<file path="config.mk">
export PLATFORM = sky130hd
export DESIGN_NAME = cipher_job_ctrl
export DESIGN_NICKNAME = d
export VERILOG_FILES = /design/src/rtl/cjc_pkg.sv /design/src/rtl/cjc_regs.sv /design/src/rtl/cjc_seq.sv /design/src/rtl/cipher_job_ctrl.sv
export SDC_FILE = /design/constraint.sdc
export NUM_CORES = 1
export LEC_CHECK = 0
export ABC_AREA = 0
export BUFFER_PORTS_ARGS = -buffer_cell sky130_fd_sc_hd__buf_2
export CORE_ASPECT_RATIO = 0.8
export CORE_UTILIZATION = 33
export DETAILED_ROUTE_END_ITERATION = 10
export PLACE_DENSITY = 0.66
export RECOVER_POWER = 100
export SETUP_SLACK_MARGIN = 0.1
export SLEW_MARGIN = 20
export SYNTH_ARGS = -nofsm -noshare
export SYNTH_HDL_FRONTEND = slang
export SYNTH_SLANG_ARGS = --single-unit
</file>
<file path="constraint.sdc">
create_clock -name clk -period 3.1 [get_ports clk]
set_clock_uncertainty 0.1 [all_clocks]
set_input_delay 0.775 -clock clk [delete_from_list [all_inputs] [get_ports clk]]
set_output_delay 0.775 -clock clk [all_outputs]
set_load 0.01 [all_outputs]
</file>
<file path="src/rtl/cjc_pkg.sv">
package cjc_pkg;

    typedef enum logic [2:0] {
        ST_IDLE,
        ST_READ,
        ST_LOAD,
        ST_CIPHER,
        ST_WRITE,
        ST_WIPE
    } cjc_state_e;

    localparam logic [3:0] RA_PSTART   = 4'd0;
    localparam logic [3:0] RA_CSTART   = 4'd1;
    localparam logic [3:0] RA_COUNT    = 4'd2;
    localparam logic [3:0] RA_MODE     = 4'd3;
    localparam logic [3:0] RA_STATUS   = 4'd4;
    localparam logic [3:0] RA_ERROR    = 4'd5;
    localparam logic [3:0] RA_IRQCTL   = 4'd6;
    localparam logic [3:0] RA_CHAIN_LO = 4'd7;
    localparam logic [3:0] RA_CHAIN_HI = 4'd8;

    localparam int MB_DEC = 0;
    localparam int MB_CBC = 1;
    localparam int MB_GO  = 2;

    localparam int SB_BUSY   = 0;
    localparam int SB_WIPING = 1;
    localparam int SB_CIPHER = 2;
    localparam int SB_PEND   = 8;
    localparam int SB_DONE   = 10;
    localparam int SB_LENERR = 12;

    localparam int IB_MASK  = 0;
    localparam int IB_CLEAR = 1;
    localparam int IB_WIPE  = 2;

endpackage

</file>
<file path="src/rtl/cjc_regs.sv">
module cjc_regs
    import cjc_pkg::*;
#(
    parameter int DEPTH = 32,
    parameter int AW    = $clog2(DEPTH)
) (
    input  logic          clk,
    input  logic          rst_n,
    input  logic          reg_wr,
    input  logic [3:0]    reg_addr,
    input  logic [31:0]   reg_wdata,
    output logic [31:0]   reg_rdata,
    input  logic          busy,
    input  logic          wiping,
    input  logic          job_done,
    input  logic          chain_we,
    input  logic [63:0]   chain_nxt,
    output logic [AW-1:0] pstart,
    output logic [AW-1:0] cstart,
    output logic [AW-1:0] blk_cnt,
    output logic [63:0]   chain,
    output logic          go,
    output logic          go_cbc,
    output logic          go_dec,
    output logic          wipe_go,
    output logic          sts_done,
    output logic          sts_pend,
    output logic          sts_lenerr,
    output logic          irq
);

    localparam int EW = AW + 2;
    localparam logic [EW-1:0] DEPTH_W = EW'(DEPTH);

    logic [1:0]    mode_q;
    logic          mask_q;
    logic          wr_cfg;
    logic          start_wr;
    logic          range_bad;
    logic          clr_wr;
    logic [EW-1:0] p_end;
    logic [EW-1:0] c_end;

    assign wr_cfg   = reg_wr && !busy;
    assign start_wr = wr_cfg && (reg_addr == RA_MODE) && reg_wdata[MB_GO];
    assign clr_wr   = reg_wr && (reg_addr == RA_IRQCTL) && reg_wdata[IB_CLEAR];

    assign p_end = EW'(pstart) + EW'(blk_cnt) + EW'(1);
    assign c_end = EW'(cstart) + EW'(blk_cnt) + EW'(1);
    assign range_bad = (p_end > DEPTH_W) || (c_end > DEPTH_W);

    assign go      = start_wr && !range_bad;
    assign go_cbc  = reg_wdata[MB_CBC];
    assign go_dec  = reg_wdata[MB_DEC];
    assign wipe_go = wr_cfg && (reg_addr == RA_IRQCTL) && reg_wdata[IB_WIPE];

    always_ff @(posedge clk or negedge rst_n) begin
        if (!rst_n) begin
            pstart  <= '0;
            cstart  <= '0;
            blk_cnt <= '0;
            mode_q  <= '0;
            chain   <= '0;
        end else begin
            if (wr_cfg && reg_addr == RA_PSTART) pstart  <= reg_wdata[AW-1:0];
            if (wr_cfg && reg_addr == RA_CSTART) cstart  <= reg_wdata[AW-1:0];
            if (wr_cfg && reg_addr == RA_COUNT)  blk_cnt <= reg_wdata[AW-1:0];
            if (wr_cfg && reg_addr == RA_MODE)   mode_q  <= reg_wdata[1:0];
            if (chain_we) begin
                chain <= chain_nxt;
            end else if (wr_cfg && reg_addr == RA_CHAIN_LO) begin
                chain[31:0] <= reg_wdata;
            end else if (wr_cfg && reg_addr == RA_CHAIN_HI) begin
                chain[63:32] <= reg_wdata;
            end
        end
    end

    always_ff @(posedge clk or negedge rst_n) begin
        if (!rst_n) begin
            mask_q     <= 1'b0;
            sts_done   <= 1'b0;
            sts_pend   <= 1'b0;
            sts_lenerr <= 1'b0;
        end else begin
            if (reg_wr && reg_addr == RA_IRQCTL) mask_q <= reg_wdata[IB_MASK];
            if (job_done) begin
                sts_done <= 1'b1;
                sts_pend <= 1'b1;
            end else if (go || clr_wr) begin
                sts_done <= 1'b0;
                sts_pend <= 1'b0;
            end
            if (start_wr && range_bad) begin
                sts_lenerr <= 1'b1;
            end else if (reg_wr && reg_addr == RA_ERROR && reg_wdata == '0) begin
                sts_lenerr <= 1'b0;
            end
        end
    end

    assign irq = sts_pend && !mask_q;

    always_comb begin
        reg_rdata = '0;
        unique case (reg_addr)
            RA_PSTART:   reg_rdata = 32'(pstart);
            RA_CSTART:   reg_rdata = 32'(cstart);
            RA_COUNT:    reg_rdata = 32'(blk_cnt);
            RA_MODE:     reg_rdata = 32'(mode_q);
            RA_STATUS: begin
                reg_rdata[SB_BUSY]   = busy;
                reg_rdata[SB_WIPING] = wiping;
                reg_rdata[SB_CIPHER] = busy && !wiping;
                reg_rdata[SB_PEND]   = sts_pend;
                reg_rdata[SB_DONE]   = sts_done;
                reg_rdata[SB_LENERR] = sts_lenerr;
            end
            RA_ERROR:    reg_rdata = 32'(sts_lenerr);
            RA_IRQCTL:   reg_rdata = 32'(mask_q);
            RA_CHAIN_LO: reg_rdata = chain[31:0];
            RA_CHAIN_HI: reg_rdata = chain[63:32];
            default:     reg_rdata = '0;
        endcase
    end

endmodule

</file>
<file path="src/rtl/cjc_seq.sv">
module cjc_seq
    import cjc_pkg::*;
#(
    parameter int DEPTH = 32,
    parameter int AW    = $clog2(DEPTH)
) (
    input  logic          clk,
    input  logic          rst_n,
    input  logic          go,
    input  logic          go_cbc,
    input  logic          go_dec,
    input  logic          wipe_go,
    input  logic [AW-1:0] pstart,
    input  logic [AW-1:0] cstart,
    input  logic [AW-1:0] blk_cnt,
    input  logic [63:0]   chain,
    output logic          mem_en,
    output logic          mem_we,
    output logic          mem_sel,
    output logic [AW-1:0] mem_addr,
    output logic [63:0]   mem_wdata,
    input  logic [63:0]   mem_rdata,
    output logic          eng_req,
    output logic          eng_decrypt,
    output logic [63:0]   eng_din,
    input  logic          eng_ack,
    input  logic [63:0]   eng_dout,
    output logic          busy,
    output logic          wiping,
    output logic          job_done,
    output logic          chain_we,
    output logic [63:0]   chain_nxt
);

    localparam logic [AW-1:0] LAST_ENTRY = AW'(DEPTH - 1);

    cjc_state_e    state;
    cjc_state_e    nxt;
    logic [AW-1:0] idx;
    logic [AW-1:0] wipe_addr;
    logic          wipe_sel;
    logic          cbc_q;
    logic          dec_q;
    logic [63:0]   src_q;
    logic [63:0]   res_q;
    logic          last_blk;
    logic          wipe_end;
    logic [AW-1:0] src_addr;
    logic [AW-1:0] dst_addr;

    assign last_blk = (idx == blk_cnt);
    assign wipe_end = wipe_sel && (wipe_addr == LAST_ENTRY);
    assign src_addr = (dec_q ? cstart : pstart) + idx;
    assign dst_addr = (dec_q ? pstart : cstart) + idx;

    always_ff @(posedge clk or negedge rst_n) begin
        if (!rst_n) state <= ST_IDLE;
        else        state <= nxt;
    end

    always_comb begin
        nxt = state;
        unique case (state)
            ST_IDLE: begin
                if (go)           nxt = ST_READ;
                else if (wipe_go) nxt = ST_WIPE;
            end
            ST_READ:   nxt = ST_LOAD;
            ST_LOAD:   nxt = ST_CIPHER;
            ST_CIPHER: if (eng_ack) nxt = ST_WRITE;
            ST_WRITE:  nxt = last_blk ? ST_IDLE : ST_READ;
            ST_WIPE:   if (wipe_end) nxt = ST_IDLE;
            default:   nxt = ST_IDLE;
        endcase
    end

    always_comb begin
        mem_en    = 1'b0;
        mem_we    = 1'b0;
        mem_sel   = 1'b0;
        mem_addr  = '0;
        mem_wdata = '0;
        eng_req   = 1'b0;
        job_done  = 1'b0;
        unique case (state)
            ST_READ: begin
                mem_en   = 1'b1;
                mem_sel  = dec_q;
                mem_addr = src_addr;
            end
            ST_CIPHER: eng_req = 1'b1;
            ST_WRITE: begin
                mem_en    = 1'b1;
                mem_we    = 1'b1;
                mem_sel   = !dec_q;
                mem_addr  = dst_addr;
                mem_wdata = res_q;
                job_done  = last_blk;
            end
            ST_WIPE: begin
                mem_en   = 1'b1;
                mem_we   = 1'b1;
                mem_sel  = wipe_sel;
                mem_addr = wipe_addr;
            end
            default: ;
        endcase
    end

    assign busy        = (state != ST_IDLE);
    assign wiping      = (state == ST_WIPE);
    assign eng_decrypt = dec_q;
    assign eng_din     = (cbc_q && !dec_q) ? (src_q ^ chain) : src_q;
    assign chain_we    = cbc_q && (state == ST_CIPHER) && eng_ack;
    assign chain_nxt   = dec_q ? src_q : eng_dout;

    always_ff @(posedge clk or negedge rst_n) begin
        if (!rst_n) begin
            idx       <= '0;
            wipe_addr <= '0;
            wipe_sel  <= 1'b0;
            cbc_q     <= 1'b0;
            dec_q     <= 1'b0;
            src_q     <= '0;
            res_q     <= '0;
        end else begin
            unique case (state)
                ST_IDLE: begin
                    idx       <= '0;
                    wipe_addr <= '0;
                    wipe_sel  <= 1'b0;
                    if (go) begin
                        cbc_q <= go_cbc;
                        dec_q <= go_dec;
                    end
                end
                ST_LOAD: src_q <= mem_rdata;
                ST_CIPHER: begin
                    if (eng_ack) res_q <= (cbc_q && dec_q) ? (eng_dout ^ chain) : eng_dout;
                end
                ST_WRITE: idx <= idx + AW'(1);
                ST_WIPE: begin
                    if (wipe_addr == LAST_ENTRY) begin
                        wipe_addr <= '0;
                        wipe_sel  <= 1'b1;
                    end else begin
                        wipe_addr <= wipe_addr + AW'(1);
                    end
                end
                default: ;
            endcase
        end
    end

endmodule

</file>
<file path="src/rtl/cipher_job_ctrl.sv">
module cipher_job_ctrl
    import cjc_pkg::*;
#(
    parameter int DEPTH = 32,
    localparam int AW   = $clog2(DEPTH)
) (
    input  logic          clk,
    input  logic          rst_n,
    input  logic          reg_wr,
    input  logic [3:0]    reg_addr,
    input  logic [31:0]   reg_wdata,
    output logic [31:0]   reg_rdata,
    output logic          mem_en,
    output logic          mem_we,
    output logic          mem_sel,
    output logic [AW-1:0] mem_addr,
    output logic [63:0]   mem_wdata,
    input  logic [63:0]   mem_rdata,
    output logic          eng_req,
    output logic          eng_decrypt,
    output logic [63:0]   eng_din,
    input  logic          eng_ack,
    input  logic [63:0]   eng_dout,
    output logic          irq
);

    logic          busy;
    logic          wiping;
    logic          job_done;
    logic          chain_we;
    logic [63:0]   chain_nxt;
    logic [63:0]   chain;
    logic [AW-1:0] pstart;
    logic [AW-1:0] cstart;
    logic [AW-1:0] blk_cnt;
    logic          go;
    logic          go_cbc;
    logic          go_dec;
    logic          wipe_go;
    logic          sts_done;
    logic          sts_pend;
    logic          sts_lenerr;

    cjc_regs #(.DEPTH(DEPTH), .AW(AW)) u_regs (
        .clk        (clk),
        .rst_n      (rst_n),
        .reg_wr     (reg_wr),
        .reg_addr   (reg_addr),
        .reg_wdata  (reg_wdata),
        .reg_rdata  (reg_rdata),
        .busy       (busy),
        .wiping     (wiping),
        .job_done   (job_done),
        .chain_we   (chain_we),
        .chain_nxt  (chain_nxt),
        .pstart     (pstart),
        .cstart     (cstart),
        .blk_cnt    (blk_cnt),
        .chain      (chain),
        .go         (go),
        .go_cbc     (go_cbc),
        .go_dec     (go_dec),
        .wipe_go    (wipe_go),
        .sts_done   (sts_done),
        .sts_pend   (sts_pend),
        .sts_lenerr (sts_lenerr),
        .irq        (irq)
    );

    cjc_seq #(.DEPTH(DEPTH), .AW(AW)) u_seq (
        .clk         (clk),
        .rst_n       (rst_n),
        .go          (go),
        .go_cbc      (go_cbc),
        .go_dec      (go_dec),
        .wipe_go     (wipe_go),
        .pstart      (pstart),
        .cstart      (cstart),
        .blk_cnt     (blk_cnt),
        .chain       (chain),
        .mem_en      (mem_en),
        .mem_we      (mem_we),
        .mem_sel     (mem_sel),
        .mem_addr    (mem_addr),
        .mem_wdata   (mem_wdata),
        .mem_rdata   (mem_rdata),
        .eng_req     (eng_req),
        .eng_decrypt (eng_decrypt),
        .eng_din     (eng_din),
        .eng_ack     (eng_ack),
        .eng_dout    (eng_dout),
        .busy        (busy),
        .wiping      (wiping),
        .job_done    (job_done),
        .chain_we    (chain_we),
        .chain_nxt   (chain_nxt)
    );

endmodule

</file>
==> results.md, run 1 <==
- The flow ran to the end, but the final reports show violations.
- The final reports fail on capacitance limit, slew limit, setup timing.
- In this run the horizontal extent of the chip is 225 um.
- STA classifies the critical path startpoint as a flop.
- The total power density per cell area is 841 mW/mm2.
- Routability-driven placement finished with a final weighted congestion of 0.897.
- The fraction of final layout cells sized beyond drive strength 1 is 0.398.
- In the final design database the tool counted 1866 nets.
- Across the run, the number of max-cap violations was 2.
- The number of enable-type register cells in the synthesized netlist is 0.
- The fraction of power spent switching nets is 0.391.
- STA puts the critical path data arrival time at roughly 3.0 ns.
- For this run the aggregate overflow at the end of global routing stands at 0.
- The number of fillers in the final layout is 3706.
- The number of endpoints failing setup at the final stage is 252.
- The worst slew slack as a fraction of its limit is -0.404.
- The worst register-to-register path begins at u_seq.eng_decrypt.
- By instance count, the leading cell after synthesis is sky130_fd_sc_hd__dfrtp_1.
- The register bit total from synthesis is 228.
- The critical path capture point type is a primary output.
- The endpoint required time on the critical path is 2.22 ns.
- Measured on the finished design, the core utilization comes to 0.464.
- Across all hold checks on the routed design, the worst slack comes to 0.350 ns.
- Entering global routing, the biggest net connects 130 pins.
- The total count of max-transition violations in the final report is 79.
- Counting every sink on the clock net gives 228.
- Summed over all nets, the switching power comes to around 6 mW.
- The largest fanout on the critical path is 6.
- The share of total power dissipated in the clock network is 0.209.
- The insertion delay of the later-clocked pin in the worst-skew pair is approximately 0.55 ns.
- The number of routed nets with antenna violations is 0.
- The root cell of the clock tree is sky130_fd_sc_hd__clkbuf_16.
- The core region is 0.0388 mm2.
- For this run, design rule violations remaining after detail routing come to 0.
- The synthesized area per cell is 9.85 um2.
- The number of antenna violations at the first check in global routing is 4.
- For this run, the register share of the synthesized area comes to 0.434.
- For the pin with the worst max-slew slack, the measured transition is 2.11 ns.
- Among cell families on the critical path, the largest total delay comes from simple AND/OR/NAND/NOR gates.
- By count the netlist is led by sky130_fd_sc_hd__dfrtp_1, sky130_fd_sc_hd__nand2_1, sky130_fd_sc_hd__o21ai_0.
- The number of vias per cell is 5.26.
- In this run the cell area of the synthesized design comes to 0.0131 mm2.
- In the post-synthesis netlist, the biggest area contributors are sky130_fd_sc_hd__dfrtp_1, sky130_fd_sc_hd__mux2_2, sky130_fd_sc_hd__nand2_1.
- The number of different library cells used by synthesis comes to 58.
- The detailed placer's ending HPWL is 33100 um.
- The initial core utilization is 0.339.
- The DRC marker count from the first detailed-route iteration is 844.
- On the worst path, the slowest cell contributes a delay of 0.41 ns.
- After clock tree synthesis, the clock-pin slew on the worst setup and hold paths is 0.07 ns.
- The classification of the worst setup path is flop to primary output.
- The first-pass detailed-route iteration total is 5.
- The internal portion of the total power is 9.22 mW.
- Across every metal layer, demand over resource in global routing totals 0.242.
- Together, buffers and inverters on the worst path number 2.
- The first global-routing pass estimated around 75000 um of wire.
- The total leakage power is about 9.2 nW.
- The post-synthesis cell type with the largest combined area is sky130_fd_sc_hd__dfrtp_1.
- The part of the total power dissipated in sequential elements is 0.384.
- Setup repair after global routing could not meet its margin everywhere.
- The depth of the CTS H-tree is 1.
- The number of failing hold endpoints at the final stage is 0.
- The tightest min-delay check is of the input pin to flop type.
- The filler-free cell count of the finished design is 2230.
- The clock buffer count from CTS is 26.
- TritonCTS built the clock tree.
- The net count of the mapped netlist is roughly 1.5k.
- The number of global-route vias before repair is 11.8k.
- Across all setup checks in the final design, the least slack found is -0.744 ns.
- By instance count, the cell type seen most on the critical path is sky130_fd_sc_hd__xnor2_1.
- The area overhead of the layout relative to synthesis is 36.9%.
- The number of hold-repair buffers added at the cts stage is 0.
- The share of synthesized registers carrying an async set or reset is 1.00.
- Overall power consumption after layout is estimated at about 15 mW.
- The largest vdd supply drop is 504 uV.
- For this run, the number of Yosys warnings is 0.
- The dominant register cell in the synthesized netlist is sky130_fd_sc_hd__dfrtp_1.
- The critical path goes through nor3b_4 -> xnor2_4 -> mux2_4 -> ha_4 -> inv_2 -> fa_2 -> nand2b_4 -> a21oi_2 -> xnor2_1 -> xnor2_1 -> o21ai_1 -> buf_2.
- The floorplan step defined a die boundary enclosing between 0.04 and 0.05 mm2.
- The startpoint identified for the worst hold timing path is mem_rdata[41].
- The via count is 11.7k.
- In this run, placement finished with an instance count of approximately 2.2k.
- The final clock period utilization by the worst path is 1.24.
- 339 I/O pins were placed.
- No sink is reached through more buffers than the 3 on the longest clock path.
- The count of buffers inserted at the top-level ports is 338.
- The part of the total power dissipated in combinational logic is 0.407.
- The final routed wirelength across all metal layers is 49700 um.
- The floorplan has 64 rows.
- The overall die height is between 150 and 200 um.
- Tracing the worst setup path back leads to its startpoint at u_seq.state[0].
- Dividing the detail-routed wire length by the instance count gives 22.3 um.
- Subtracting the final worst setup slack from the clock period gives 3.84 ns.
- The proportion of netlist area held by the largest area contributor is 0.434.
- The slowest stage of the critical path is the sky130_fd_sc_hd__dfrtp_1 cell.
- The maximum clock rate is 260 MHz.
- The synthesized instance count is 1334.
cells by family (layout without fill, tap and decap cells):
group                    count (synthesis)  after routing  synth area share
multiplexers                           162            162             0.133
adder cells (fa/ha/maj)                 18             18            0.0177
AND/OR/NAND/NOR                        392            392             0.138
buffers and inverters                  107            473            0.0342
other                                    0              2                 0
AO/OA/AOI/OAI                          288            288             0.150
XOR/XNOR                               139            139            0.0927
flip-flops                             228            228             0.434
through the flow:
| step | worst slack (ns) | setup TNS (ns) | area (um2) |
|---|---|---|---|
| 2_1_floorplan | -0.141 | -0.141 | 13200 |
| 3_3_place_gp | -0.201 | -0.388 | 15700 |
| 3_5_place_dp | -0.199 | -0.397 | 15700 |
| 4_1_cts | -0.766 | -24.53 | 17800 |
| 5_1_grt | -0.888 | -71.47 | 18000 |
| 6_report | -0.744 | -37.51 | 18000 |
sequential cells by signal (all words and copies together) (netlist names):
register           flops
u_regs.chain          64
u_seq.res_q           64
u_seq.src_q           64
u_regs.blk_cnt         5
u_regs.cstart          5
u_regs.pstart          5
u_seq.idx              5
u_seq.wipe_addr        5
u_seq.state            3
u_regs.mode_q          2
u_regs.mask_q          1
u_regs.sts_done        1
u_regs.sts_lenerr      1
u_seq.cbc_q            1
u_seq.eng_decrypt      1
u_seq.wipe_sel         1
worst reg2reg max path, stage by stage, from the launching register on:
cell and delay, ns:
sky130_fd_sc_hd__dfrtp_4 0.44, sky130_fd_sc_hd__clkbuf_1 0.19, sky130_fd_sc_hd__clkbuf_2 0.60, sky130_fd_sc_hd__and2_0 1.23, sky130_fd_sc_hd__buf_12 0.34, sky130_fd_sc_hd__nand2_1 0.15
sky130_fd_sc_hd__xor2_1 0.19, sky130_fd_sc_hd__o21ai_0 0.10
path summary, 6_finish.rpt:
| path | slack, ns | to | cells past startpoint |
|---|---|---|---|
| max | -0.74 | mem_addr[4] | 12 |
| min | 0.35 | u_seq.src_q[41] | 2 |
| max in group asynchronous | 0.35 | u_seq.src_q[25] | 2 |
| max reg2reg | -0.36 | u_seq.res_q[14] | 7 |
| min in group asynchronous | 0.74 | u_seq.res_q[6] | 1 |
| min reg2reg | 0.37 | u_seq.res_q[48] | 2 |
cells in the final DEF (no fill, tap or decap), drive strengths merged, types with 27 or more instances in the layout:
cell / instances
a211oi: 64
a21o: 64
a22o: 27
and2: 68
buf: 389
clkbuf: 60
dfrtp: 228
mux2: 91
mux2i: 70
nand2: 222
nor2: 52
o21ai: 87
xnor2: 69
xor2: 70
power groups by stage:
stage | Sequential [mW] | Combinational, mW | Clock (mW)
finish | 5.81 | 6.16 | 3.16
floorplan | 5.06 | 3.59 | 0
detailed placement | 5.51 | 5.29 | 0
global route | 5.97 | 6.65 | 3.34
CTS | 5.65 | 6.07 | 3.23
global placement | 5.46 | 5.21 | 0
layout make-up:
cell class | count | area [um2] | share of cell area
Antenna cell | 2 | 5.00 | 0.000278
Clock buffer | 38 | 787 | 0.0438
Clock inverter | 10 | 87.6 | 0.00487
Inverter | 13 | 50.0 | 0.00278
Multi-Input combinational cell | 999 | 8020 | 0.446
Sequential cell | 228 | 5710 | 0.317
Tap cell | 528 | 661 | 0.0367
Timing Repair Buffer | 412 | 2670 | 0.148
per-layer routing:
| layer | vias to the layer above | GRT usage | part of all wire | routed length (um) |
|---|---|---|---|---|
| li1 | 5341 | - | - | - |
| met1 | 5844 | 0.337 | 0.45 | 22500 |
| met2 | 472 | 0.392 | 0.46 | 23000 |
| met3 | 75 | 0.0396 | 0.063 | 3120 |
| met4 | 2 | 0.0580 | 0.023 | 1140 |
| met5 | - | 0 | 0.00022 | 11 |
what timing repair did:
item	in CTS	in global routing
endpoints found under the setup margin	135	143
setup buffers	13	4
resized for setup	162	71
gates cloned	11	0
pin swaps	69	59
No activity file was read; power rests on OpenSTA's default activity.
==> inputs of run 2 (changes only) <==
CORE_MARGIN = 2   (was unset)
==> run 2 against run 1 <==
Effect of this change: sequential cell count stayed put; core utilization is 0.67 points lower; hold slack better by 0.0086 ns; first-iteration DRC count is 9.0% lower; via count hardly changed; register-to-register slack better by 0.32 ns; sequential share of layout area hardly changed; the run still ends with capacitance limit, slew limit, setup timing left; combinational power is 1% lower; count of clock-buffer cells in the layout stayed put; largest cell class unchanged; critical endpoint is now reg_rdata[0]; die area is 2.0% higher; cell count is 0.18% higher; critical path type unchanged; cell area is 0.10% higher.
==> results.md, run 2 (synthesis results as in run 1) <==
- For this run, the top clock speed supported by timing is 257 MHz.
- The insertion delay of the later-clocked pin in the worst-skew pair is between 0.5 and 0.6 ns.
- Across the whole layout, storage elements account for 0.00571 mm2.
- The worst setup path is of the flop to primary output kind.
- The worst setup path is captured at a primary output.
- The launching point of the worst reg2reg path is u_seq.eng_decrypt.
- For the pin with the worst max-slew slack, the measured transition is 1.96 ns.
- The clock buffer count from CTS is 26.
- The largest fanout on the critical path is 22.
- The full die area is 0.0414 mm2.
- After legalization and detailed placement, the total HPWL measured 32300 um.
- Clock-pin slew was measured on the worst setup and hold paths at 0.07 ns.
- The remaining design rule violation count is 0.
- The utilization of the core after routing is 0.457.
- For this run, the total global-route usage over all layers was measured as 0.231.
- The congestion estimate from routability-driven global placement came to just under 0.9.
- The number of failing hold endpoints at the final stage came to 0.
- The library cells used most frequently in the layout, excluding fill and tap cells, are sky130_fd_sc_hd__buf_2, sky130_fd_sc_hd__dfrtp_1, sky130_fd_sc_hd__nand2_1, sky130_fd_sc_hd__o21ai_0, sky130_fd_sc_hd__mux2_2.
- TritonCTS built the clock tree.
- The number of hold-repair buffers added at the cts stage is 0.
- The critical path startpoint is u_seq.state[1].
- The minimum period implied by the final worst setup slack is 3.89 ns.
- The number of fillers in the final layout is 3729.
- Once placement completed, the tool counted placed cells totaling 2166.
- For this run the aggregate overflow at the end of global routing stands at 0.
- The initial core utilization is 0.334.
- The final route contains 11.7k vias.
- The final routed wirelength across all metal layers is 49500 um.
- In this run the count of I/O pins placed on the die edge is 339.
- After routing the design area is 0.0180 mm2.
- After floorplanning, the core was sized to cover 0.0394 mm2.
- The overall power consumption is ~15 mW.
- The area of combinational cells with multiple inputs is 0.00811 mm2.
- The overall die height is 182 um.
- The data arrival time at the worst-slack endpoint is 3.02 ns.
- The number of max-cap violations is 1.
- IR analysis of the VDD net gives a maximum drop of 398 uV.
- The fraction of final layout cells sized beyond drive strength 1 is 0.400.
- In this run the number of H-tree levels came out at 1.
- The worst hold path belongs to the class input pin to flop.
- Setup slack on the critical path of the routed design comes to -0.790 ns.
- In this run the most critical hold path is launched from mem_rdata[43].
- The number of vias per cell is 5.26.
- The first routing iteration left 768 violations.
- The final reports fail on capacitance limit, slew limit, setup timing.
- The most common library cell in the layout ignoring fill and taps is sky130_fd_sc_hd__buf_2.
- After detailed routing, the average wire length per cell comes to 22.2 um.
- For this run, the post-layout net count is 1864.
- The flow ran to the end, but the final reports show violations.
- The first-pass detailed-route iteration total is 5.
- The number of global-route vias before repair is between 10k and 15k.
- The total power density per cell area is 845 mW/mm2.
- The total count of max-transition violations in the final report is 73.
- The first global-routing pass estimated 72600 um of wire.
- The root buffer cell chosen for the clock tree is sky130_fd_sc_hd__clkbuf_16.
- No sink is reached through more buffers than the 3 on the longest clock path.
- Hold is met by around 0.36 ns.
- The floorplan has 65 rows.
- Setup repair after global routing could not meet its margin everywhere.
- Data on the critical path is required at its endpoint by 2.22 ns.
- The number of routed nets with antenna violations is 0.
- The total leakage power is 9.24 nW.
- Summed over all failing endpoints, the final setup total negative slack is -4.00 ns.
- Entering global routing, the biggest net connects 130 pins.
- The area overhead of the layout relative to synthesis is 37.1%.
- The width of the chip is 227 um.
- The startpoint kind of the worst setup timing path is a flop.
- The worst setup slack before clock tree synthesis is -0.205 ns.
- The final clock period utilization by the worst path is 1.25.
- The filler-free cell count of the finished design is 2234.
- The worst slew slack as a fraction of its limit is -0.305.
- In the final layout, the registers with the most flip-flops are u_regs.chain x64, u_seq.res_q x64, u_seq.src_q x64.
- The placed instances occupy a cell area of 0.0158 mm2.
- The number of antenna violations at the first check in global routing is 4.
- The number of clock sinks is approximately 230.
- The number of endpoints failing setup at the final stage is 11.
- During placement, the flow inserted port buffers numbering 338.
run 2: cell count changes in the layout (fill, tap and decap cells not counted), sizes merged:
| cell | previous run | this run |
|---|---|---|
| bufinv | 1 | 4 |
| inv | 13 | 12 |
| clkinvlp | 3 | 1 |
| clkbuf | 60 | 72 |
| clkinv | 6 | 4 |
| buf | 389 | 375 |
run 2: layout make-up:
type | instances | share of cell area
Tap cell | 536 | 0.0372
Sequential cell | 228 | 0.317
Antenna cell | 2 | 0.000278
Clock buffer | 38 | 0.0431
Inverter | 13 | 0.00271
Timing Repair Buffer | 410 | 0.141
Multi-Input combinational cell | 999 | 0.450
Clock inverter | 8 | 0.00792
run 2: metal layers:
layer,up-vias,GRT usage,part of all wire
li1,5337,-,-
met1,5841,0.319,0.44
met2,483,0.365,0.46
met3,74,0.0539,0.075
met4,6,0.0565,0.024
met5,-,0,0.00079
run 2: what timing repair did:
item / in CTS / in global routing
pin swaps: 90 / 78
cloned: 8 / 1
gates resized for setup: 171 / 83
setup buffers: 12 / 2
endpoints found under the setup margin: 139 / 162
run 2: power breakdown:
part	switching (mW)	internal [mW]
registers	1.54	4.25
logic	3.04	3.04
clock network	1.30	2.06
total	5.88	9.34
run 2: final timing paths:
| check | end | slack, ns | cells after the start |
|---|---|---|---|
| worst max-delay path | reg_rdata[0] | -0.79 | 7 |
| worst min-delay path | u_seq.src_q[43] | 0.36 | 2 |
| worst max register to register | u_seq.res_q[48] | -0.04 | 8 |
| min in group asynchronous | u_seq.res_q[61] | 0.68 | 1 |
| max in group asynchronous | u_seq.src_q[46] | 0.52 | 2 |
| worst min register to register | u_seq.res_q[22] | 0.37 | 2 |
run 2: worst max-delay path, stage by stage (launching register included):
cell	delay (ns)
sky130_fd_sc_hd__dfrtp_1	0.42
sky130_fd_sc_hd__buf_6	0.19
sky130_fd_sc_hd__or2_0	0.39
sky130_fd_sc_hd__nor2_1	0.71
sky130_fd_sc_hd__a211oi_1	0.19
sky130_fd_sc_hd__a211oi_1	0.28
sky130_fd_sc_hd__o31ai_1	0.14
sky130_fd_sc_hd__buf_2	0.16
